[src/rtl/pwr_mode_pkg.sv]
package pwr_mode_pkg;
  typedef enum logic [2:0] {
    PM_RUN    = 3'd0,
    PM_HALT   = 3'd1,
    PM_SLEEP  = 3'd2,
    PM_STAB   = 3'd3,
    PM_RESET  = 3'd4
  } pm_state_e;
endpackage

[src/rtl/pmc_sat_counter.sv]
module pmc_sat_counter #(
  parameter int LIMIT = 8
) (
  input  logic clk,
  input  logic rst,
  input  logic clr,
  input  logic inc,
  output logic hit
);
  localparam int W = (LIMIT > 1) ? $clog2(LIMIT) : 1;
  localparam logic [W-1:0] LAST = W'(LIMIT - 1);

  logic [W-1:0] cnt_q;

  always_ff @(posedge clk) begin
    if (rst || clr)
      cnt_q <= '0;
    else if (inc && cnt_q != LAST)
      cnt_q <= cnt_q + 1'b1;
  end

  assign hit = (cnt_q == LAST);

  // counter saturates at its limit (supports R6, R8 cycle counts)
  assert_cnt_bound_R6: assert property (@(posedge clk) disable iff (rst)
    cnt_q <= LAST);
  assert_cnt_cleared_R8: assert property (@(posedge clk) disable iff (rst)
    clr |=> (cnt_q == '0));
endmodule

[src/rtl/pmc_wake_detect.sv]
module pmc_wake_detect #(
  parameter int N_KEY = 4
) (
  input  logic [N_KEY-1:0] key_evt,
  input  logic [N_KEY-1:0] key_mask,
  output logic             key_hit,
  output logic             mask_any
);
  logic [N_KEY-1:0] qualified;

  for (genvar g = 0; g < N_KEY; g++) begin : g_pin
    assign qualified[g] = key_evt[g] & key_mask[g];
  end

  assign key_hit  = |qualified;
  assign mask_any = |key_mask;
endmodule

[src/rtl/pwr_mode_ctl.sv]
module pwr_mode_ctl
  import pwr_mode_pkg::*;
#(
  parameter int N_KEY       = 4,
  parameter int STAB_CYCLES = 512,
  parameter int RST_LONG    = 65
) (
  input  logic             clk,
  input  logic             rst,
  input  logic             halt_req_i,
  input  logic             sleep_req_i,
  input  logic             irq_i,
  input  logic [N_KEY-1:0] key_evt_i,
  input  logic [N_KEY-1:0] key_mask_i,
  input  logic             rst_pin_i,
  output logic             cpu_run_o,
  output logic             osc_en_o,
  output logic             sys_rst_o,
  output logic             pin_wake_irq_o,
  output logic             sleep_misuse_o,
  output logic [2:0]       mode_o
);
  pm_state_e state_q, state_d;
  logic src_pin_q, src_pin_d;
  logic misuse_set;
  logic key_hit, mask_any;
  logic stab_done, pin_cnt_hit, long_hit;
  logic wake_pulse_d;

  pmc_wake_detect #(.N_KEY(N_KEY)) u_wake (
    .key_evt  (key_evt_i),
    .key_mask (key_mask_i),
    .key_hit  (key_hit),
    .mask_any (mask_any)
  );

  pmc_sat_counter #(.LIMIT(STAB_CYCLES)) u_stab_cnt (
    .clk (clk),
    .rst (rst),
    .clr (state_q != PM_STAB),
    .inc (1'b1),
    .hit (stab_done)
  );

  pmc_sat_counter #(.LIMIT(RST_LONG)) u_pulse_meter (
    .clk (clk),
    .rst (rst),
    .clr ((state_q != PM_STAB) || !rst_pin_i),
    .inc (1'b1),
    .hit (pin_cnt_hit)
  );

  assign long_hit = rst_pin_i && pin_cnt_hit;

  always_comb begin
    state_d    = state_q;
    src_pin_d  = src_pin_q;
    misuse_set = 1'b0;
    unique case (state_q)
      PM_RUN: begin
        if (rst_pin_i)
          state_d = PM_RESET;
        else if (sleep_req_i) begin
          if (mask_any) state_d = PM_SLEEP;
          else          misuse_set = 1'b1;
        end else if (halt_req_i)
          state_d = PM_HALT;
      end
      PM_HALT: begin
        if (rst_pin_i)  state_d = PM_RESET;
        else if (irq_i) state_d = PM_RUN;
      end
      PM_SLEEP: begin
        if (key_hit) begin
          state_d   = PM_STAB;
          src_pin_d = 1'b0;
        end else if (rst_pin_i) begin
          state_d   = PM_STAB;
          src_pin_d = 1'b1;
        end
      end
      PM_STAB: begin
        if (long_hit)
          state_d = PM_RESET;
        else if (stab_done && !(src_pin_q && rst_pin_i))
          state_d = PM_RUN;
      end
      PM_RESET: begin
        if (!rst_pin_i) state_d = PM_RUN;
      end
      default: state_d = PM_RUN;
    endcase
  end

  assign wake_pulse_d = (state_q == PM_STAB) && (state_d == PM_RUN) && src_pin_q;

  always_ff @(posedge clk) begin
    if (rst) begin
      state_q        <= PM_RUN;
      src_pin_q      <= 1'b0;
      cpu_run_o      <= 1'b1;
      osc_en_o       <= 1'b1;
      sys_rst_o      <= 1'b0;
      pin_wake_irq_o <= 1'b0;
      sleep_misuse_o <= 1'b0;
    end else begin
      state_q        <= state_d;
      src_pin_q      <= src_pin_d;
      cpu_run_o      <= (state_d == PM_RUN);
      osc_en_o       <= (state_d != PM_SLEEP);
      sys_rst_o      <= (state_d == PM_RESET);
      pin_wake_irq_o <= wake_pulse_d;
      if (misuse_set) sleep_misuse_o <= 1'b1;
    end
  end

  assign mode_o = 3'(state_q);

  assert_halt_exit_R2: assert property (@(posedge clk) disable iff (rst)
    (state_q == PM_HALT && irq_i && !rst_pin_i) |=> (state_q == PM_RUN && cpu_run_o));
  assert_sleep_gated_R3: assert property (@(posedge clk) disable iff (rst)
    (state_q == PM_SLEEP) |-> (!osc_en_o && !cpu_run_o));
  assert_misuse_refused_R4: assert property (@(posedge clk) disable iff (rst)
    (state_q == PM_RUN && sleep_req_i && key_mask_i == '0 && !rst_pin_i)
      |=> (state_q == PM_RUN && sleep_misuse_o));
  assert_sleep_hold_R5: assert property (@(posedge clk) disable iff (rst)
    (state_q == PM_SLEEP && !key_hit && !rst_pin_i) |=> (state_q == PM_SLEEP));
  assert_stab_osc_on_R6: assert property (@(posedge clk) disable iff (rst)
    (state_q == PM_STAB) |-> (osc_en_o && !cpu_run_o));
  assert_irq_after_stab_R7: assert property (@(posedge clk) disable iff (rst)
    pin_wake_irq_o |-> (state_q == PM_RUN && $past(state_q) == PM_STAB));
  assert_reset_outputs_R8: assert property (@(posedge clk) disable iff (rst)
    (state_q == PM_RESET) |-> (sys_rst_o && osc_en_o && !cpu_run_o));
  assert_pin_reset_R9: assert property (@(posedge clk) disable iff (rst)
    ((state_q == PM_RUN || state_q == PM_HALT) && rst_pin_i) |=> (state_q == PM_RESET));
endmodule

[config.mk]
export PLATFORM = sky130hd
export DESIGN_NAME = pwr_mode_ctl
export DESIGN_NICKNAME = d
export VERILOG_FILES = /design/src/rtl/pwr_mode_pkg.sv /design/src/rtl/pmc_sat_counter.sv /design/src/rtl/pmc_wake_detect.sv /design/src/rtl/pwr_mode_ctl.sv
export SDC_FILE = /design/constraint.sdc
export NUM_CORES = 1
export LEC_CHECK = 0
export ABC_AREA = 1
export BUFFER_PORTS_ARGS = -buffer_cell sky130_fd_sc_hd__buf_2
export CAP_MARGIN = 10
export CORE_ASPECT_RATIO = 0.5
export CORE_MARGIN = 4
export CORE_UTILIZATION = 39
export CTS_CLUSTER_SIZE = 12
export DETAILED_ROUTE_END_ITERATION = 10
export MAX_ROUTING_LAYER = met4
export PLACE_DENSITY = 0.59
export SETUP_SLACK_MARGIN = 0.1
export SYNTH_ARGS = -nofsm -noshare
export SYNTH_HDL_FRONTEND = slang
export SYNTH_SLANG_ARGS = --single-unit
[constraint.sdc]
create_clock -name clk -period 4.2 [get_ports clk]
set_input_delay 0.42 -clock clk [delete_from_list [all_inputs] [get_ports clk]]
set_output_delay 0.42 -clock clk [all_outputs]
set_load 0.02 [all_outputs]
# Yosys cells after proc, flatten, opt, wreduce, memory -nomap -nowiden
# Index checks and enable logic that the tools add are counted.
# totals
input_bits	14
elab_cells	60
register_bits	25
# classes
mux	18
eq_ne	11
bitwise_logic	4
add_sub_neg	2
n_reduce_logical	16
# op_table
operator	n
$mux 3	11
$pmux 3 s5	1
$add 9x1->9 const B	1
$eq 9x9->1 const B	1
$ne 9x9->1 const B	1
$reduce_or 4->1	2
$add 7x1->7 const B	1
$eq 7x7->1 const B	1
$ne 7x7->1 const B	1
$eq 3x2->1 const B	2
$eq 3x3->1 const B	2
$logic_not 3->1	2
$mux 1	6
$ne 3x2->1 const B	2
$logic_and 1x1->1	5
$and 1x1->1	4
$eq 3x1->1 const B	1
$logic_or 1x1->1	3
$logic_not 1->1	2
$reduce_and 2->1	1
$reduce_bool 2->1	1

# Longest topological paths before layout
# depth
depth_word	9
ltp_mapped	10

# By module
# Synthesis repeated with hierarchy kept, for this count alone.
# hier_totals
cells_unflattened	201
hier_area_um2	1386.3
# by_module_without_submodules
module	n_inst	seq_area_each_um2	cells_each	area_each_um2
pmc_sat_counter at u_stab_cnt	1	180.2	67	485.5
pwr_mode_ctl	1	180.2	63	429.2
pmc_sat_counter at u_pulse_meter	1	140.1	59	426.7
pmc_wake_detect	1	0.0	12	45.0

# Worst setup path after synthesis
# Ideal clock, no wire load.
# synth_path
kind	reg-to-reg
from	reg u_stab_cnt.cnt_q[0]
to	reg u_stab_cnt.cnt_q[7]
stages_incl_launch_ff	9
period_less_slack_ps	1594
n_path_buf	0
arrival_ps	1515
setup_slack_ps	2606
required_ps	4120
cell_sequence	dfxtp_1 > ha_1 > nand4_1 > nor3_1 > ha_1 > nor3_2 > nand2_1 > o21ai_1 > nor3b_1
# synth_between
elab_chain_cells	1
word_cells_on_any_way	2
cone_classes	1 x add/sub; 1 x eq/ne
# synth_lines
item	line	text
start, declared	pmc_sat_counter.sv:13	logic [W-1:0] cnt_q;
start signal, assigned	pmc_sat_counter.sv:19	cnt_q <= cnt_q + 1'b1;
$add 9x1->9 or $ne 9x9->1 (tied branches)	pmc_sat_counter.sv:19, pmc_sat_counter.sv:18	
# Parallel ways exist; a longest one is shown, timed or not.
# A chain may end at the register's enable or synchronous reset.

# Worst setup path after layout
# Ends and elaborated chain as after synthesis.

==> run metrics <==
gr usage total 12.3%; clock sink count 25; cell mode on critical path ha_1; first-pass GRT wire length 3.68 mm; Syn Nets 181; Final Cycle Share 42.2%; layout cell share with drive strength beyond 1 22.3%; initial antenna violation count 0; Least-Margin Pin Slew 0.272 ns; CP bufs+invs 0; CTS root buf clkbuf_8; Peak VDD IR roughly 0.00014 V; TritonRoute pass-1 iters 4; CP delay by family, top simple AND/OR/NAND/NOR gates; Final setup violation count 0; cells resized by post-CTS repair 0; pin count of the biggest net entering global routing 16; sequential area share after synthesis 41.6%; critical path's slowest cell dfxtp_1; most common cell after layout, fill and taps aside nand2_1; Avg WL per Cell 10.2 um; final hold violations 0; Rows 13; Post-Syn Instances 163; Max Cap Violations 0; Power Density about 320 nW/um2; Crit Path Max Fanout 8; Post-Route Setup TNS 0 ns; Worst EP arrival 1.97 ns; Synth area leaders dfxtp_1, nand2_1, nor2_1; CTS clock-pin slew for the worst setup and hold paths 0.09 ns; Synthesis Warnings 0; height of the die around 47 um; drt initial violations 48; via/cell ratio ~4.6; Hold Slack 0.366 ns; die width 86.6 um; Core Region roughly 2800 um2; fin nets 207; unrepaired setup endpoints after global routing no; post-synth cell types 26; Slew Limit Fails 0; Worst path max stage delay approximately 0.34 ns; Clock Skew 0.00219 ns; # IOs 22; max frequency 0.564 GHz; total power 0.444 mW; leakage a little over 0.6 nW; grt ovf 0; ANT nets after route 0; Yosys top cell area share 41.6%; CTS Buffer Depth 2; Netlist Area Pre-Place 1200 um2; Final GP Congestion 0.788; crit path time final 1.77 ns; CTS tree built; Yosys top cell by area dfxtp_1; Setup Buffers After CTS 0; status finished clean; Vias between 1,000 and 1,500; relative max-transition margin 81.8%; DRC viols 0; number of buffers inserted during clock tree synthesis 3; post-cts hold buffer count 0; vias in the first global route 834; Worst Hold Class in -> reg; fin cells 225; flops & latches, synth 25; Worst EP required approximately 4.4 ns; critical path endpoint category flop; DP Cell Count 221; clk_lat worst skew 0.27 ns; htree depth 1; ANT cells 0; Post-Route WL 2.29 mm; critical path class reg -> reg; dpl hpwl 1.81 mm; area grow syn2layout 16.6%; fin util 50.8%; die area between 4000 and 5000 um2; port buffer count 21; CP cell instances ha_1 > nand4_1 > nor3_1 > ha_1 > nor3_2 > nand2_1 > o21ai_1 > nor3b_1; syn_area_per_cell 7.38 um2; CP Launch Type flop; Initial Util 43.5%; most frequent cells in the layout nand2_1, dfxtp_1, nor2_1, buf_2, inv_1
sequential cells by signal, indices dropped and copies added (netlist names):
signal / count
cpu_run_o: 1
mode_o: 3
osc_en_o: 1
pin_wake_irq_o: 1
sleep_misuse_o: 1
src_pin_q: 1
sys_rst_o: 1
u_pulse_meter.cnt_q: 7
u_stab_cnt.cnt_q: 9
worst register-to-register path, cell delays in order (launching register included):
cell	delay, ns
dfxtp_1	0.34
ha_1	0.23
nand4_1	0.11
nor3_1	0.05
ha_1	0.27
nor3_2	0.26
nand2_1	0.14
o21ai_1	0.13
nor3b_1	0.18
final timing paths:
check                              to  slack, ns                 from  depth (start not counted)
hold / removal              sys_rst_o       0.37                  rst                          2
setup reg to reg  u_stab_cnt.cnt_q[7]       2.43  u_stab_cnt.cnt_q[0]                          8
setup / recovery  u_stab_cnt.cnt_q[7]       2.43  u_stab_cnt.cnt_q[0]                          8
hold reg to reg        sleep_misuse_o       0.47       sleep_misuse_o                          1
through the flow:
stage	cell area [um2]	setup slack, ns
2_1_floorplan	1200	2.61
3_3_place_gp	1360	2.50
3_5_place_dp	1360	2.44
4_1_cts	1400	2.41
5_1_grt	1400	2.24
6_report	1400	2.43
final cells by class:
class | count | area, um2
sequential | 25 | 500
inverter | 24 | 91.3
fill | 294 | 1360
clock inverter | 1 | 7.51
multi-input combinational | 114 | 612
timing repair buffer | 21 | 105
clock buffer | 3 | 41.3
tap | 37 | 46.3
power breakdown:
part / internal, mW / switching [mW]
registers: 0.242 / 0.00455
logic: 0.0173 / 0.0297
clock network: 0.0674 / 0.0827
total: 0.327 / 0.117
layer usage:
layer / vias to the layer above / global-route usage [%] / part of all wire (%)
met1: 437 / 16.0 / 54
li1: 569 / - / -
met3: 4 / 4.38 / 6.5
met2: 23 / 17.6 / 38
met5: - / - / 0
met4: 0 / 4.66 / 1.3
kinds of logic (layout without fill, tap and decap cells):
family	count (synthesis)	count (layout)	share of synthesized area [%]
xor gates and xnor gates	3	3	2.18
and+or+nand+nor	90	90	36.1
buffers and inverters	24	49	7.59
DFF	25	25	41.6
adders and majority gates	4	4	4.16
AOI/OAI and AO/OA	17	17	8.42
synthesized netlist by cell type:
library cell and count:
nor3_4 1, nor4_2 2, nand2_2 1, nor3_1 4
nand2_4 1, nand2_1 39, inv_2 3, dfxtp_1 25
a211oi_1 1, nor3_2 1, xor2_1 2, clkinv_2 1
nand3b_1 2, ha_1 4, nor2_1 21, nor2_2 4
inv_1 20, nor3b_1 1, o21ai_1 4, or2_1 2
nand4_1 4, nand3_1 7, a21oi_2 3, o21a_1 1
a21oi_1 8, xnor2_1 1
(Power assumes the default switching activity.)
